$ cat src/rtl/fpadd_pkg.sv
package fpadd_pkg;
  // Extra low-order positions carried through alignment: guard, round, sticky
  localparam int GRS_W = 3;

  typedef enum logic [1:0] {
    CLS_ZERO = 2'd0,
    CLS_NORM = 2'd1,
    CLS_INF  = 2'd2,
    CLS_NAN  = 2'd3
  } fcls_e;
endpackage

$ cat src/rtl/fpa_unpack.sv
module fpa_unpack
  import fpadd_pkg::*;
#(
  parameter int EXP_W  = 8,
  parameter int FRAC_W = 23
) (
  input  logic [EXP_W+FRAC_W:0] word_i,
  input  logic                  flip_i,
  output logic                  sign_o,
  output logic [EXP_W-1:0]      exp_o,
  output logic [FRAC_W:0]       sig_o,
  output fcls_e                 cls_o
);
  localparam logic [EXP_W-1:0] EXP_ONES = {EXP_W{1'b1}};

  logic [EXP_W-1:0]  ex;
  logic [FRAC_W-1:0] fr;

  always_comb begin
    ex     = word_i[EXP_W+FRAC_W-1:FRAC_W];
    fr     = word_i[FRAC_W-1:0];
    sign_o = word_i[EXP_W+FRAC_W] ^ flip_i;
    if (ex == '0) begin
      // zero and denormal encodings are both flushed to zero
      cls_o = CLS_ZERO;
      exp_o = '0;
      sig_o = '0;
    end else begin
      exp_o = ex;
      sig_o = {1'b1, fr};
      if (ex == EXP_ONES) cls_o = (fr == '0) ? CLS_INF : CLS_NAN;
      else                cls_o = CLS_NORM;
    end
  end
endmodule

$ cat src/rtl/fpa_align.sv
module fpa_align
  import fpadd_pkg::*;
#(
  parameter int EXP_W  = 8,
  parameter int FRAC_W = 23
) (
  input  logic                      sign_a_i,
  input  logic [EXP_W-1:0]          exp_a_i,
  input  logic [FRAC_W:0]           sig_a_i,
  input  logic                      sign_b_i,
  input  logic [EXP_W-1:0]          exp_b_i,
  input  logic [FRAC_W:0]           sig_b_i,
  output logic [FRAC_W+GRS_W:0]     big_o,
  output logic [FRAC_W+GRS_W:0]     small_o,
  output logic [EXP_W-1:0]          exp_o,
  output logic                      sign_o
);
  localparam int MW  = FRAC_W + 1;
  localparam int XW  = MW + GRS_W;
  localparam int SHW = $clog2(XW + 1);

  logic             swap;
  logic [EXP_W-1:0] e_big, e_sml, diff;
  logic [MW-1:0]    m_big, m_sml;
  logic [SHW-1:0]   sh;
  logic [2*XW-1:0]  wide;

  always_comb begin
    // order by magnitude; ties keep operand a on top
    swap   = {exp_b_i, sig_b_i} > {exp_a_i, sig_a_i};
    e_big  = swap ? exp_b_i  : exp_a_i;
    e_sml  = swap ? exp_a_i  : exp_b_i;
    m_big  = swap ? sig_b_i  : sig_a_i;
    m_sml  = swap ? sig_a_i  : sig_b_i;
    sign_o = swap ? sign_b_i : sign_a_i;
    exp_o  = e_big;
    diff   = e_big - e_sml;
    // beyond XW positions nothing but sticky survives
    sh     = (diff > EXP_W'(XW)) ? SHW'(XW) : SHW'(diff);
    wide   = {m_sml, {GRS_W{1'b0}}, {XW{1'b0}}} >> sh;
    small_o = {wide[2*XW-1:XW+1], |wide[XW:0]};
    big_o   = {m_big, {GRS_W{1'b0}}};
  end
endmodule

$ cat src/rtl/fpa_lzc.sv
module fpa_lzc #(
  parameter int W  = 27,
  parameter int CW = $clog2(W + 1)
) (
  input  logic [W-1:0]  vec_i,
  output logic [CW-1:0] cnt_o
);
  always_comb begin
    cnt_o = CW'(W);
    for (int i = 0; i < W; i++) begin
      if (vec_i[i]) cnt_o = CW'(W - 1 - i);
    end
  end
endmodule

$ cat src/rtl/fpa_normround.sv
module fpa_normround
  import fpadd_pkg::*;
#(
  parameter int EXP_W  = 8,
  parameter int FRAC_W = 23
) (
  input  logic [FRAC_W+GRS_W:0]   big_i,
  input  logic [FRAC_W+GRS_W:0]   small_i,
  input  logic [EXP_W-1:0]        exp_i,
  input  logic                    sign_i,
  input  logic                    sub_i,
  output logic [EXP_W+FRAC_W:0]   word_o,
  output logic                    ovf_o
);
  localparam int MW  = FRAC_W + 1;
  localparam int XW  = MW + GRS_W;
  localparam int SW  = XW + 1;
  localparam int CW  = $clog2(XW + 1);
  localparam int EW2 = EXP_W + 2;
  localparam int EMAX = (1 << EXP_W) - 1;
  localparam logic signed [EW2-1:0] EMAX_S = EW2'(EMAX);
  localparam logic signed [EW2-1:0] ONE_S  = EW2'(1);

  logic [SW-1:0]           sum;
  logic [CW-1:0]           lz;
  logic [XW-1:0]           norm;
  logic signed [EW2-1:0]   exp_s, lz_s, e_n, e_r;
  logic                    rnd_up;
  logic [MW:0]             mant_r;
  logic [FRAC_W-1:0]       frac_r;

  assign sum = sub_i ? ({1'b0, big_i} - {1'b0, small_i})
                     : ({1'b0, big_i} + {1'b0, small_i});

  fpa_lzc #(.W(XW), .CW(CW)) u_lzc (
    .vec_i (sum[XW-1:0]),
    .cnt_o (lz)
  );

  always_comb begin
    exp_s = signed'({2'b00, exp_i});
    lz_s  = signed'(EW2'(lz));
    if (sum[XW]) begin
      // magnitudes added past 2.0: one step right, keep the lost bit as sticky
      norm = {sum[XW:2], sum[1] | sum[0]};
      e_n  = exp_s + ONE_S;
    end else begin
      norm = sum[XW-1:0] << lz;
      e_n  = exp_s - lz_s;
    end
    // nearest, ties to even: guard & (round | sticky | lsb)
    rnd_up = norm[2] & (norm[1] | norm[0] | norm[3]);
    mant_r = {1'b0, norm[XW-1:GRS_W]} + {{MW{1'b0}}, rnd_up};
    if (mant_r[MW]) begin
      e_r    = e_n + ONE_S;
      frac_r = '0;
    end else begin
      e_r    = e_n;
      frac_r = mant_r[FRAC_W-1:0];
    end

    ovf_o = 1'b0;
    if (sum == '0) begin
      word_o = {sub_i ? 1'b0 : sign_i, {(EXP_W+FRAC_W){1'b0}}};
    end else if (e_n < ONE_S) begin
      word_o = {sign_i, {(EXP_W+FRAC_W){1'b0}}};
    end else if (e_r >= EMAX_S) begin
      word_o = {sign_i, {EXP_W{1'b1}}, {FRAC_W{1'b0}}};
      ovf_o  = 1'b1;
    end else begin
      word_o = {sign_i, e_r[EXP_W-1:0], frac_r};
    end
  end
endmodule

$ cat src/rtl/fp_add_sp.sv
module fp_add_sp
  import fpadd_pkg::*;
#(
  parameter int EXP_W  = 8,
  parameter int FRAC_W = 23
) (
  input  logic                  clk,
  input  logic                  rst,
  input  logic                  in_valid,
  input  logic [EXP_W+FRAC_W:0] op_a,
  input  logic [EXP_W+FRAC_W:0] op_b,
  input  logic                  op_sub,
  output logic                  out_valid,
  output logic [EXP_W+FRAC_W:0] result,
  output logic                  overflow
);
  localparam int W  = 1 + EXP_W + FRAC_W;
  localparam int MW = FRAC_W + 1;
  localparam int XW = MW + GRS_W;
  localparam logic [W-1:0] QNAN =
    {1'b0, {EXP_W{1'b1}}, 1'b1, {(FRAC_W-1){1'b0}}};
  localparam logic [W-2:0] INF_MAG = {{EXP_W{1'b1}}, {FRAC_W{1'b0}}};

  // ---------------- stage 1: unpack, classify, align ----------------
  logic [W-1:0]     u_word [2];
  logic             u_flip [2];
  logic             u_sign [2];
  logic [EXP_W-1:0] u_exp  [2];
  logic [MW-1:0]    u_sig  [2];
  fcls_e            u_cls  [2];

  assign u_word[0] = op_a;
  assign u_word[1] = op_b;
  assign u_flip[0] = 1'b0;
  assign u_flip[1] = op_sub;

  generate
    for (genvar g = 0; g < 2; g++) begin : g_unpack
      fpa_unpack #(.EXP_W(EXP_W), .FRAC_W(FRAC_W)) u_unp (
        .word_i (u_word[g]),
        .flip_i (u_flip[g]),
        .sign_o (u_sign[g]),
        .exp_o  (u_exp[g]),
        .sig_o  (u_sig[g]),
        .cls_o  (u_cls[g])
      );
    end
  endgenerate

  logic [XW-1:0]    al_big, al_small;
  logic [EXP_W-1:0] al_exp;
  logic             al_sign;

  fpa_align #(.EXP_W(EXP_W), .FRAC_W(FRAC_W)) u_align (
    .sign_a_i (u_sign[0]),
    .exp_a_i  (u_exp[0]),
    .sig_a_i  (u_sig[0]),
    .sign_b_i (u_sign[1]),
    .exp_b_i  (u_exp[1]),
    .sig_b_i  (u_sig[1]),
    .big_o    (al_big),
    .small_o  (al_small),
    .exp_o    (al_exp),
    .sign_o   (al_sign)
  );

  logic         sp_hit;
  logic [W-1:0] sp_word;

  always_comb begin
    sp_hit  = 1'b1;
    sp_word = QNAN;
    if (u_cls[0] == CLS_NAN || u_cls[1] == CLS_NAN)
      sp_word = QNAN;
    else if (u_cls[0] == CLS_INF && u_cls[1] == CLS_INF)
      sp_word = (u_sign[0] != u_sign[1]) ? QNAN : {u_sign[0], INF_MAG};
    else if (u_cls[0] == CLS_INF)
      sp_word = {u_sign[0], INF_MAG};
    else if (u_cls[1] == CLS_INF)
      sp_word = {u_sign[1], INF_MAG};
    else
      sp_hit  = 1'b0;
  end

  logic             v1;
  logic [XW-1:0]    s1_big, s1_small;
  logic [EXP_W-1:0] s1_exp;
  logic             s1_sign, s1_sub, s1_spec;
  logic [W-1:0]     s1_spec_word;

  always_ff @(posedge clk) begin
    if (rst) v1 <= 1'b0;
    else     v1 <= in_valid;
    if (in_valid) begin
      s1_big       <= al_big;
      s1_small     <= al_small;
      s1_exp       <= al_exp;
      s1_sign      <= al_sign;
      s1_sub       <= u_sign[0] ^ u_sign[1];
      s1_spec      <= sp_hit;
      s1_spec_word <= sp_word;
    end
  end

  // aligned smaller operand never exceeds the larger one (R10 ordering)
  assert_align_order_R10: assert property (@(posedge clk) disable iff (rst)
    v1 |-> (s1_big >= s1_small));

  // ---------------- stage 2: add, normalize, round, pack ----------------
  logic [W-1:0] nr_word;
  logic         nr_ovf;

  fpa_normround #(.EXP_W(EXP_W), .FRAC_W(FRAC_W)) u_nr (
    .big_i   (s1_big),
    .small_i (s1_small),
    .exp_i   (s1_exp),
    .sign_i  (s1_sign),
    .sub_i   (s1_sub),
    .word_o  (nr_word),
    .ovf_o   (nr_ovf)
  );

  always_ff @(posedge clk) begin
    if (rst) begin
      out_valid <= 1'b0;
      result    <= '0;
      overflow  <= 1'b0;
    end else begin
      out_valid <= v1;
      if (v1) begin
        result   <= s1_spec ? s1_spec_word : nr_word;
        overflow <= s1_spec ? 1'b0 : nr_ovf;
      end
    end
  end

  assert_latency_R1: assert property (@(posedge clk) disable iff (rst)
    out_valid |-> $past(in_valid, 2));

  assert_ovf_inf_R7: assert property (@(posedge clk) disable iff (rst)
    (out_valid && overflow) |-> (result[W-2:0] == INF_MAG));

  assert_nan_quiet_R8: assert property (@(posedge clk) disable iff (rst)
    (out_valid && result[W-2:FRAC_W] == {EXP_W{1'b1}} && result[FRAC_W-1:0] != '0)
      |-> (result == QNAN));

  assert_no_denorm_R9: assert property (@(posedge clk) disable iff (rst)
    (out_valid && result[W-2:FRAC_W] == '0) |-> (result[FRAC_W-1:0] == '0));
endmodule

$ cat config.mk
export PLATFORM = sky130hd
export DESIGN_NAME = fp_add_sp
export DESIGN_NICKNAME = d
export VERILOG_FILES = /design/src/rtl/fpadd_pkg.sv /design/src/rtl/fpa_unpack.sv /design/src/rtl/fpa_align.sv /design/src/rtl/fpa_lzc.sv /design/src/rtl/fpa_normround.sv /design/src/rtl/fp_add_sp.sv
export SDC_FILE = /design/constraint.sdc
export NUM_CORES = 1
export LEC_CHECK = 0
export ABC_AREA = 1
export BUFFER_PORTS_ARGS = -buffer_cell sky130_fd_sc_hd__buf_2
export CAP_MARGIN = 20
export CORE_MARGIN = 2
export CORE_UTILIZATION = 30
export CTS_BUF_LIST = sky130_fd_sc_hd__clkbuf_4 sky130_fd_sc_hd__clkbuf_8
export DETAILED_ROUTE_END_ITERATION = 7
export PLACE_DENSITY = 0.43
export SLEW_MARGIN = 0
export SYNTH_ARGS = -nofsm -noshare
export SYNTH_HDL_FRONTEND = slang
export SYNTH_SLANG_ARGS = --single-unit
$ cat constraint.sdc
create_clock -name clk -period 8.1 [get_ports clk]
set_clock_uncertainty 0.15 [all_clocks]
set_input_delay 0.405 -clock clk [delete_from_list [all_inputs] [get_ports clk]]
set_output_delay 0.405 -clock clk [all_outputs]
set_load 0.005 [all_outputs]
# [Yosys cells after proc, flatten, opt, wreduce, memory -nomap -nowiden]
# Index checks and enable logic that the tools add are counted.
[totals] input_bits=68 output_inout_bits=34 regBits=129
[op_classes] n_shift=2 n_reduce_logical=9 bitwise_logic=6 mux=62 eq_ne=7 magnitude_cmp=4 n_addsub=7
[op_table] cell="32-bit 2-to-1 mux" count=6
[op_table] cell="5-bit 2-to-1 mux" count=27
[op_table] cell="24-bit 2-to-1 mux" count=4
[op_table] cell="31-bit 2-to-1 mux" count=2
[op_table] cell="54-bit by 5-bit >> shifter with 54-bit output" count=1
[op_table] cell="23-bit logical NOT" count=2
[op_table] cell="32-bit > comparator" count=1
[op_table] cell="8-bit 2-to-1 mux" count=4
[op_table] cell="27-bit by 27-bit adder with 28-bit output" count=1
[op_table] cell="28-bit logical NOT" count=1
[op_table] cell="28-bit 2-to-1 mux" count=1
[op_table] cell="28-bit OR reduction" count=1
[op_table] cell="27-bit by 27-bit subtractor with 28-bit output" count=1
[op_table] cell="27-bit 2-to-1 mux" count=1
[op_table] cell="27-bit by 5-bit << shifter with 27-bit output" count=1
[op_table] cell="24-bit by 1-bit adder with 25-bit output" count=1
[op_table] cell="23-bit 2-to-1 mux" count=1
[op_table] cell="10-bit 2-to-1 mux" count=2
[op_table] cell="8-bit == test (second input constant)" count=2
[op_table] cell="8-bit logical NOT" count=2
[op_table] cell="10-bit by 2-bit adder with 10-bit output (second input constant)" count=1
[op_table] cell="10-bit by 9-bit greater-or-equal comparator with 1-bit output (second input constant)" count=1
[op_table] cell="10-bit by 2-bit less-than comparator with 1-bit output (second input constant)" count=1
[op_table] cell="1-bit 2-to-1 mux" count=10
[op_table] cell="13 further kinds" count=22

# [Depth between registers and ports, before layout]
[depth] ltp_word=41 depth_mapped=58 ltp_nobuf=56

# [Hierarchy]
# A second synthesis with hierarchy kept.
[hier_totals] cells_unflattened=2603 hier_area_um2=14881.8
[by_module_without_submodules] module="fpa_normround" n_inst=1 seq_area_each_um2=0.0 area_each_um2=6641.4 cells_each=1337
[by_module_without_submodules] module="fpa_align" n_inst=1 seq_area_each_um2=0.0 area_each_um2=3657.3 cells_each=734
[by_module_without_submodules] module="fp_add_sp" n_inst=1 seq_area_each_um2=2712.6 area_each_um2=3379.5 cells_each=254
[by_module_without_submodules] module="fpa_unpack" n_inst=2 seq_area_each_um2=0.0 area_each_um2=425.4 cells_each=99
[by_module_without_submodules] module="fpa_lzc" n_inst=1 seq_area_each_um2=0.0 area_each_um2=352.8 cells_each=80

# [Least setup slack after synthesis]
# OpenSTA, ideal clock, no wires.
[synth_path] kind="register to register" from="reg s1_big[3]" to="reg result[7]" path_buffers=2 slack_ns=1.996 period_less_slack_ns=6.104 path_stages_with_launch=45 setup_ns=0.070 t_arrival_ns=5.883 cell_sequence="edfxtp_1 -> ha_1 -> inv_1 -> fa_1 -> or2_1 -> o21ai_2 -> nand2_1 -> nand2_1 -> nand2_1 -> nand2_1 -> nand2_1 -> nand2_1 -> nand2_1 -> nand2_2 -> nand2_1 -> nand2_1 -> nand2_1 -> nand2_1 -> [9 not listed] -> inv_2 -> buf_2 -> ha_1 -> inv_1 -> nor2_1 -> nor2_1 -> nor2_1 -> o41ai_1 -> xor2_1 -> nor3_1 -> nor3b_2 -> nand3_1 -> inv_1 -> nand2_1 -> inv_1 -> buf_1 -> nand3_1 -> a21oi_1"
[synth_via] elab_chain_cells=38 elab_cells_between_ends=45 classes_between="add/sub (5); order compare (2); shift (1); mux (33); bitwise (3); reduce/logical (1)"
[synth_rtl] item="from (decl)" line_no="fp_add_sp.sv:86" source="logic [XW-1:0] s1_big, s1_small;"
[synth_rtl] item="from (signal assigned)" line_no="fp_add_sp.sv:95" source="s1_big <= al_big;"
[synth_rtl] item="27-bit by 27-bit adder with 28-bit output / 27-bit by 27-bit subtractor with 28-bit output (equally long branches)" line_no="fpa_normround.sv:33, fpa_normround.sv:32"
[synth_rtl] item="28-bit 2-to-1 mux *" line_no="fpa_normround.sv:32" source="assign sum = sub_i ? ({1'b0, big_i} - {1'b0, small_i})"
[synth_rtl] item="5-bit 2-to-1 mux (24 in a row)" line_no="fpa_lzc.sv:11" source="if (vec_i[i]) cnt_o = CW'(W - 1 - i);"
[synth_rtl] item="27-bit by 5-bit << shifter with 27-bit output" line_no="fpa_normround.sv:48" source="norm = sum[XW-1:0] << lz;"
[synth_rtl] item="27-bit 2-to-1 mux" line_no="fpa_normround.sv:43" source="if (sum[XW]) begin"
[synth_rtl] item="1-bit OR (2 in a row)" line_no="fpa_normround.sv:52" source="rnd_up = norm[2] & (norm[1] | norm[0] | norm[3]);"
[synth_rtl] item="1-bit AND" line_no="fpa_normround.sv:52"
[synth_rtl] item="24-bit by 1-bit adder with 25-bit output" line_no="fpa_normround.sv:53" source="mant_r = {1'b0, norm[XW-1:GRS_W]} + {{MW{1'b0}}, rnd_up};"
[synth_rtl] item="10-bit 2-to-1 mux" line_no="fpa_normround.sv:54" source="if (mant_r[MW]) begin"
[synth_rtl] item="10-bit by 9-bit greater-or-equal comparator with 1-bit output" line_no="fpa_normround.sv:67" source="end else if (e_r >= EMAX_S) begin"
[synth_rtl] item="31-bit 2-to-1 mux" line_no="fpa_normround.sv:67"
[synth_rtl] item="31-bit 2-to-1 mux" line_no="fpa_normround.sv:65" source="end else if (e_n < ONE_S) begin"
[synth_rtl] item="32-bit 2-to-1 mux *" line_no="fpa_normround.sv:63" source="if (sum == '0) begin"
[synth_rtl] item="32-bit 2-to-1 mux *" line_no="fp_add_sp.sv:131" source="result <= s1_spec ? s1_spec_word : nr_word;"
[synth_rtl] item="to (signal assigned)" line_no="fp_add_sp.sv:131"
[synth_rtl] item="to (decl)" line_no="fp_add_sp.sv:14" source="output logic [EXP_W+FRAC_W:0] result,"
# Every way passes the cells marked *; elsewhere a longest branch is shown, timed or not.
# A chain may end at the register's enable or synchronous reset.

# [Worst setup path after layout]
[layout_path] from="reg s1_big[13]" to="reg result[22]"
[layout_via] elab_chain_cells=28 elab_cells_between_ends=35 classes_between="add/sub (5); order compare (2); shift (1); mux (23); bitwise (3); reduce/logical (1)"
[layout_rtl] item="27-bit by 27-bit adder with 28-bit output / 27-bit by 27-bit subtractor with 28-bit output (equally long branches)" line_no="fpa_normround.sv:33, fpa_normround.sv:32"
[layout_rtl] item="28-bit 2-to-1 mux *" line_no="fpa_normround.sv:32"
[layout_rtl] item="5-bit 2-to-1 mux (14 in a row)" line_no="fpa_lzc.sv:11"
[layout_rtl] item="27-bit by 5-bit << shifter with 27-bit output" line_no="fpa_normround.sv:48"
[layout_rtl] item="27-bit 2-to-1 mux" line_no="fpa_normround.sv:43"
[layout_rtl] item="1-bit OR (2 in a row)" line_no="fpa_normround.sv:52"
[layout_rtl] item="1-bit AND" line_no="fpa_normround.sv:52"
[layout_rtl] item="24-bit by 1-bit adder with 25-bit output" line_no="fpa_normround.sv:53"
[layout_rtl] item="10-bit 2-to-1 mux" line_no="fpa_normround.sv:54"
[layout_rtl] item="10-bit by 9-bit greater-or-equal comparator with 1-bit output" line_no="fpa_normround.sv:67"
[layout_rtl] item="31-bit 2-to-1 mux" line_no="fpa_normround.sv:67"
[layout_rtl] item="31-bit 2-to-1 mux" line_no="fpa_normround.sv:65"
[layout_rtl] item="32-bit 2-to-1 mux *" line_no="fpa_normround.sv:63"
[layout_rtl] item="32-bit 2-to-1 mux *" line_no="fp_add_sp.sv:131"
# Marked as above.

==> qor_table.md <==
| Result | Reported | Unit |
| --- | --- | --- |
| Result of the run | finished, final reports clean | - |
| CTS tree | yes | - |
| Top post-synthesis cells by area | sky130_fd_sc_hd__nand2_1 20%, sky130_fd_sc_hd__edfxtp_1 15%, sky130_fd_sc_hd__nand3_1 11%, sky130_fd_sc_hd__ha_1 8.8%, sky130_fd_sc_hd__inv_1 7.0% | - |
| Sum Neg Setup Slack | 0 | ns |
| Standard-cell rows | 76 | - |
| GRT Util Overall | 22.0 | % |
| Cell at the root of the clock tree | sky130_fd_sc_hd__clkbuf_8 | - |
| Sequential share of power | 18.5 | % |
| Sequential area share after synthesis | 19.9 | % |
| Count of flip-flops with a built-in enable after synthesis | 64 | - |
| Highest fanout seen on the critical path | 32 | - |
| Top-area cell type share of the netlist area | 20.2 | % |
| Combinational share of power | 70.5 | % |
| Startpoint type of the worst setup path | flip-flop | - |
| Worst r2r path cells | 37 | - |
| Setup slack of the most critical reg-to-reg path | 0.72 | ns |
| Number of clock buffers inserted by TritonCTS | 9 | - |
| Switching share of power | 55.9 | % |
| Setup Buffers After CTS | 0 | - |
| Highest achievable clock rate | 136 | MHz |
| Port Buffer Count | 101 | - |
| Largest net degree at the start of global routing | 73 | - |
| Clock tree sinks | 99 | - |
| Critical path start-end classification | reg -> reg | - |
| Routed wire length | 49.2 | mm |
| Instance count of the mapped netlist | 2212 | - |
| CP dominant cell by count | sky130_fd_sc_hd__nand2_1 | - |
| Maximum root-to-sink buffer count | 2 | - |
| Max Cap Viol | 0 | - |
| Cell area after synthesis | 0.0131 | mm² |
| Net count of the mapped netlist | 2374 | - |
| Global-route wire length before repair | 77.4 | mm |
| Clock power frac | 11.0 | % |
| Clock-pin slew reported for the worst setup and hold paths after clock tree synthesis | 0.11 | ns |
| Final antenna-violating net count | 0 | - |
| Area of the die | 0.0455 | mm² |
| Core area | 0.0432 | mm² |
| Nets | 2412 | - |
| Clock insertion delay at the later pin of the skew report | 0.43 | ns |
| Max-slew violation count | 0 | - |
| Worst path arrival time | 7.55 | ns |
| Required time of the critical path | 8.28 | ns |
| WL per Instance | 17.3 | µm |
| Starting Density | 30.5 | % |
| Tightest Pin Transition | 0.859 | ns |
| Worst-case vdd ir drop | 78.7 | µV |
| Delay of the slowest cell on the worst path | 0.54 | ns |
| Standby leakage power | 7.10 | nW |
| Most instantiated library cell after synthesis | sky130_fd_sc_hd__nand2_1 | - |
| Routed vias | 14400 | - |
| Dominant cell type by area after synthesis | sky130_fd_sc_hd__nand2_1 | - |
| Detailed-route vias per instance | 5.08 | - |
| Number of hold-repair buffers added at the cts stage | 0 | - |
| Async set-reset flop share out of synthesis | 0 | % |
| Number of global-route vias before repair | 13800 | - |
| Area added between synthesis and finish | 9.49 | % |
| Placer Congestion | 0.909 | - |
| Worst Hold Path Cells | 3 | - |
| Detailed Routing Iterations Pass 1 | 5 | - |
| Slowest cell on the critical path | sky130_fd_sc_hd__xor2_1 | - |
| # H-tree levels | 3 | - |
| Filler instances | 4986 | - |
| Overall Power | 3.45 | mW |
| Die width | 213 | µm |
| Initial drt markers | 1047 | - |
| Mean Syn Cell Area | 5.94 | µm² |
| HP Class | in -> reg | - |
| Switching power total | 1.93 | mW |
| Number of gates resized after CTS | 0 | - |
| CP Capture Type | flip-flop | - |
| Y dimension of the die | 213 | µm |
| Synth unique cells | 63 | - |
| Flip-flop and latch count after synthesis | 99 | - |
| I/O Pins | 102 | - |
| Worst max-slew margin expressed relative to the limit | 42.7 | % |
| P_int | 1.52 | mW |
| Number of antenna violations at the first check in global routing | 0 | - |
| Number of remaining DRC errors | 0 | - |
| Total count of hold-check failures in the final report | 0 | - |
| Synth Flop Type | sky130_fd_sc_hd__edfxtp_1 | - |
| Remaining global-route overflow | 0 | - |
| Detailed placer's ending HPWL | 40.9 | mm |
| Most numerous cell types in the synthesized netlist | 708 x sky130_fd_sc_hd__nand2_1, 301 x sky130_fd_sc_hd__nand3_1, 245 x sky130_fd_sc_hd__inv_1, 148 x sky130_fd_sc_hd__nor2_1, 125 x sky130_fd_sc_hd__o21ai_0 | - |
| Setup repair after global routing missed its margin | no | - |
| Count of endpoints failing setup in the final report | 0 | - |
| Final critical-path share of the clock period | 91.1 | % |
| Area of the multi-input gates | 0.00911 | mm² |
| Share of cells above drive strength 1 | 9.14 | % |
| Clock period minus final worst setup slack | 7.38 | ns |
| Power density normalized to cell area | 240 | mW/mm² |
| Register Area | 0.00262 | mm² |
| Yosys warning count | 0 | - |
per-layer routing:
layer | GRT usage (%) | vias up | share of wire (%)
li1 | - | 7363 | -
met1 | 32.0 | 6700 | 50
met4 | 4.55 | 0 | 1.4
met2 | 35.3 | 349 | 44
met3 | 1.96 | 32 | 4.0
met5 | 0 | - | 0
cell type report:
class,instances,area share (%)
Multi-Input combinational cell,1755,63.3
Sequential cell,99,18.2
Inverter,258,6.73
Tap cell,585,5.08
Timing Repair Buffer,127,5.04
Clock buffer,9,0.860
Clock inverter,7,0.739
Antenna cell,1,0.0174
metrics by stage:
| step | std cells | hold slack (ns) | utilization, % | setup WS (ns) | area (µm²) |
|---|---|---|---|---|---|
| global placement | 2824 | 0.304 | 32.8 | 0.856 | 14200 |
| global route | 2840 | 0.150 | 33.3 | 0.0311 | 14400 |
| finish | 2841 | 0.156 | 33.3 | 0.724 | 14400 |
| CTS | 2840 | 0.113 | 33.3 | 0.723 | 14400 |
| detailed placement | 2824 | 0.304 | 32.8 | 0.766 | 14200 |
| floorplan | 2212 | 0.310 | - | 2.00 | 13100 |
cells by family after synthesis:
| kind of cell | synth area share (%) |
|---|---|
| AO/OA/AOI/OAI | 13.7 |
| XOR/XNOR | 3.66 |
| AND/OR/NAND/NOR | 42.5 |
| multiplexers | 0.228 |
| adder cells (fa/ha/maj) | 9.06 |
| buffers and inverters | 10.8 |
| flip-flops | 19.9 |
layout by cell type (no fill, tap or decap), types with 6 or more instances in the layout:
master	Yosys	routed
sky130_fd_sc_hd__or2_2	7	7
sky130_fd_sc_hd__nand3b_1	9	9
sky130_fd_sc_hd__o21ai_0	125	125
sky130_fd_sc_hd__dfxtp_1	35	35
sky130_fd_sc_hd__inv_2	9	9
sky130_fd_sc_hd__nand2_2	16	16
sky130_fd_sc_hd__nor2_1	148	146
sky130_fd_sc_hd__buf_4	6	24
sky130_fd_sc_hd__o211ai_1	6	6
sky130_fd_sc_hd__a31oi_1	9	9
sky130_fd_sc_hd__nand3_1	301	301
sky130_fd_sc_hd__xnor2_1	10	10
sky130_fd_sc_hd__ha_1	92	92
sky130_fd_sc_hd__edfxtp_1	64	64
sky130_fd_sc_hd__nor3_1	23	23
sky130_fd_sc_hd__a21oi_1	110	110
sky130_fd_sc_hd__nand2_1	708	708
sky130_fd_sc_hd__nand4_1	21	21
sky130_fd_sc_hd__inv_1	245	244
sky130_fd_sc_hd__o22ai_1	14	14
sky130_fd_sc_hd__xor2_1	45	45
sky130_fd_sc_hd__and2_1	6	6
sky130_fd_sc_hd__a21boi_0	6	6
sky130_fd_sc_hd__clkbuf_8	0	9
sky130_fd_sc_hd__buf_2	27	101
sky130_fd_sc_hd__nor4_1	18	18
sky130_fd_sc_hd__o31ai_1	7	7
sky130_fd_sc_hd__nor2_2	6	8
flip-flops by register name (all words and copies together), names as in the netlist:
| signal | flops |
|---|---|
| v1 | 1 |
| out_valid | 1 |
| s1_exp | 8 |
| overflow | 1 |
| result | 32 |
| s1_spec_word | 2 |
| s1_spec | 1 |
| s1_small | 27 |
| s1_sub | 1 |
| s1_sign | 1 |
| s1_big | 24 |
worst max-delay path: cells and delay by family, from the launching register on:
| kind | cells | cell delay [ns] |
|---|---|---|
| buffers and inverters | 3 | 0.52 |
| xor gates and xnor gates | 1 | 0.54 |
| adders and majority gates | 2 | 0.75 |
| and+or+nand+nor | 24 | 3.33 |
| DFF | 1 | 0.43 |
| AOI/OAI and AO/OA | 7 | 1.51 |
path summary, 6_finish.rpt:
check | from | end
hold reg to reg | result[10] | result[10]
hold / removal | op_a[30] | s1_exp[7]
setup / recovery | s1_big[13] | result[22]
setup reg to reg | s1_big[13] | result[22]
power groups by stage:
stage / sequential (mW) / combinational [mW] / clock, mW
6_report: 0.639 / 2.43 / 0.381
2_1_floorplan: 0.637 / 1.76 / 0
3_5_place_dp: 0.652 / 2.41 / 0
3_3_place_gp: 0.651 / 2.42 / 0
4_1_cts: 0.640 / 2.42 / 0.401
5_1_grt: 0.647 / 2.75 / 0.416
Power figures use the tool's default switching activity.
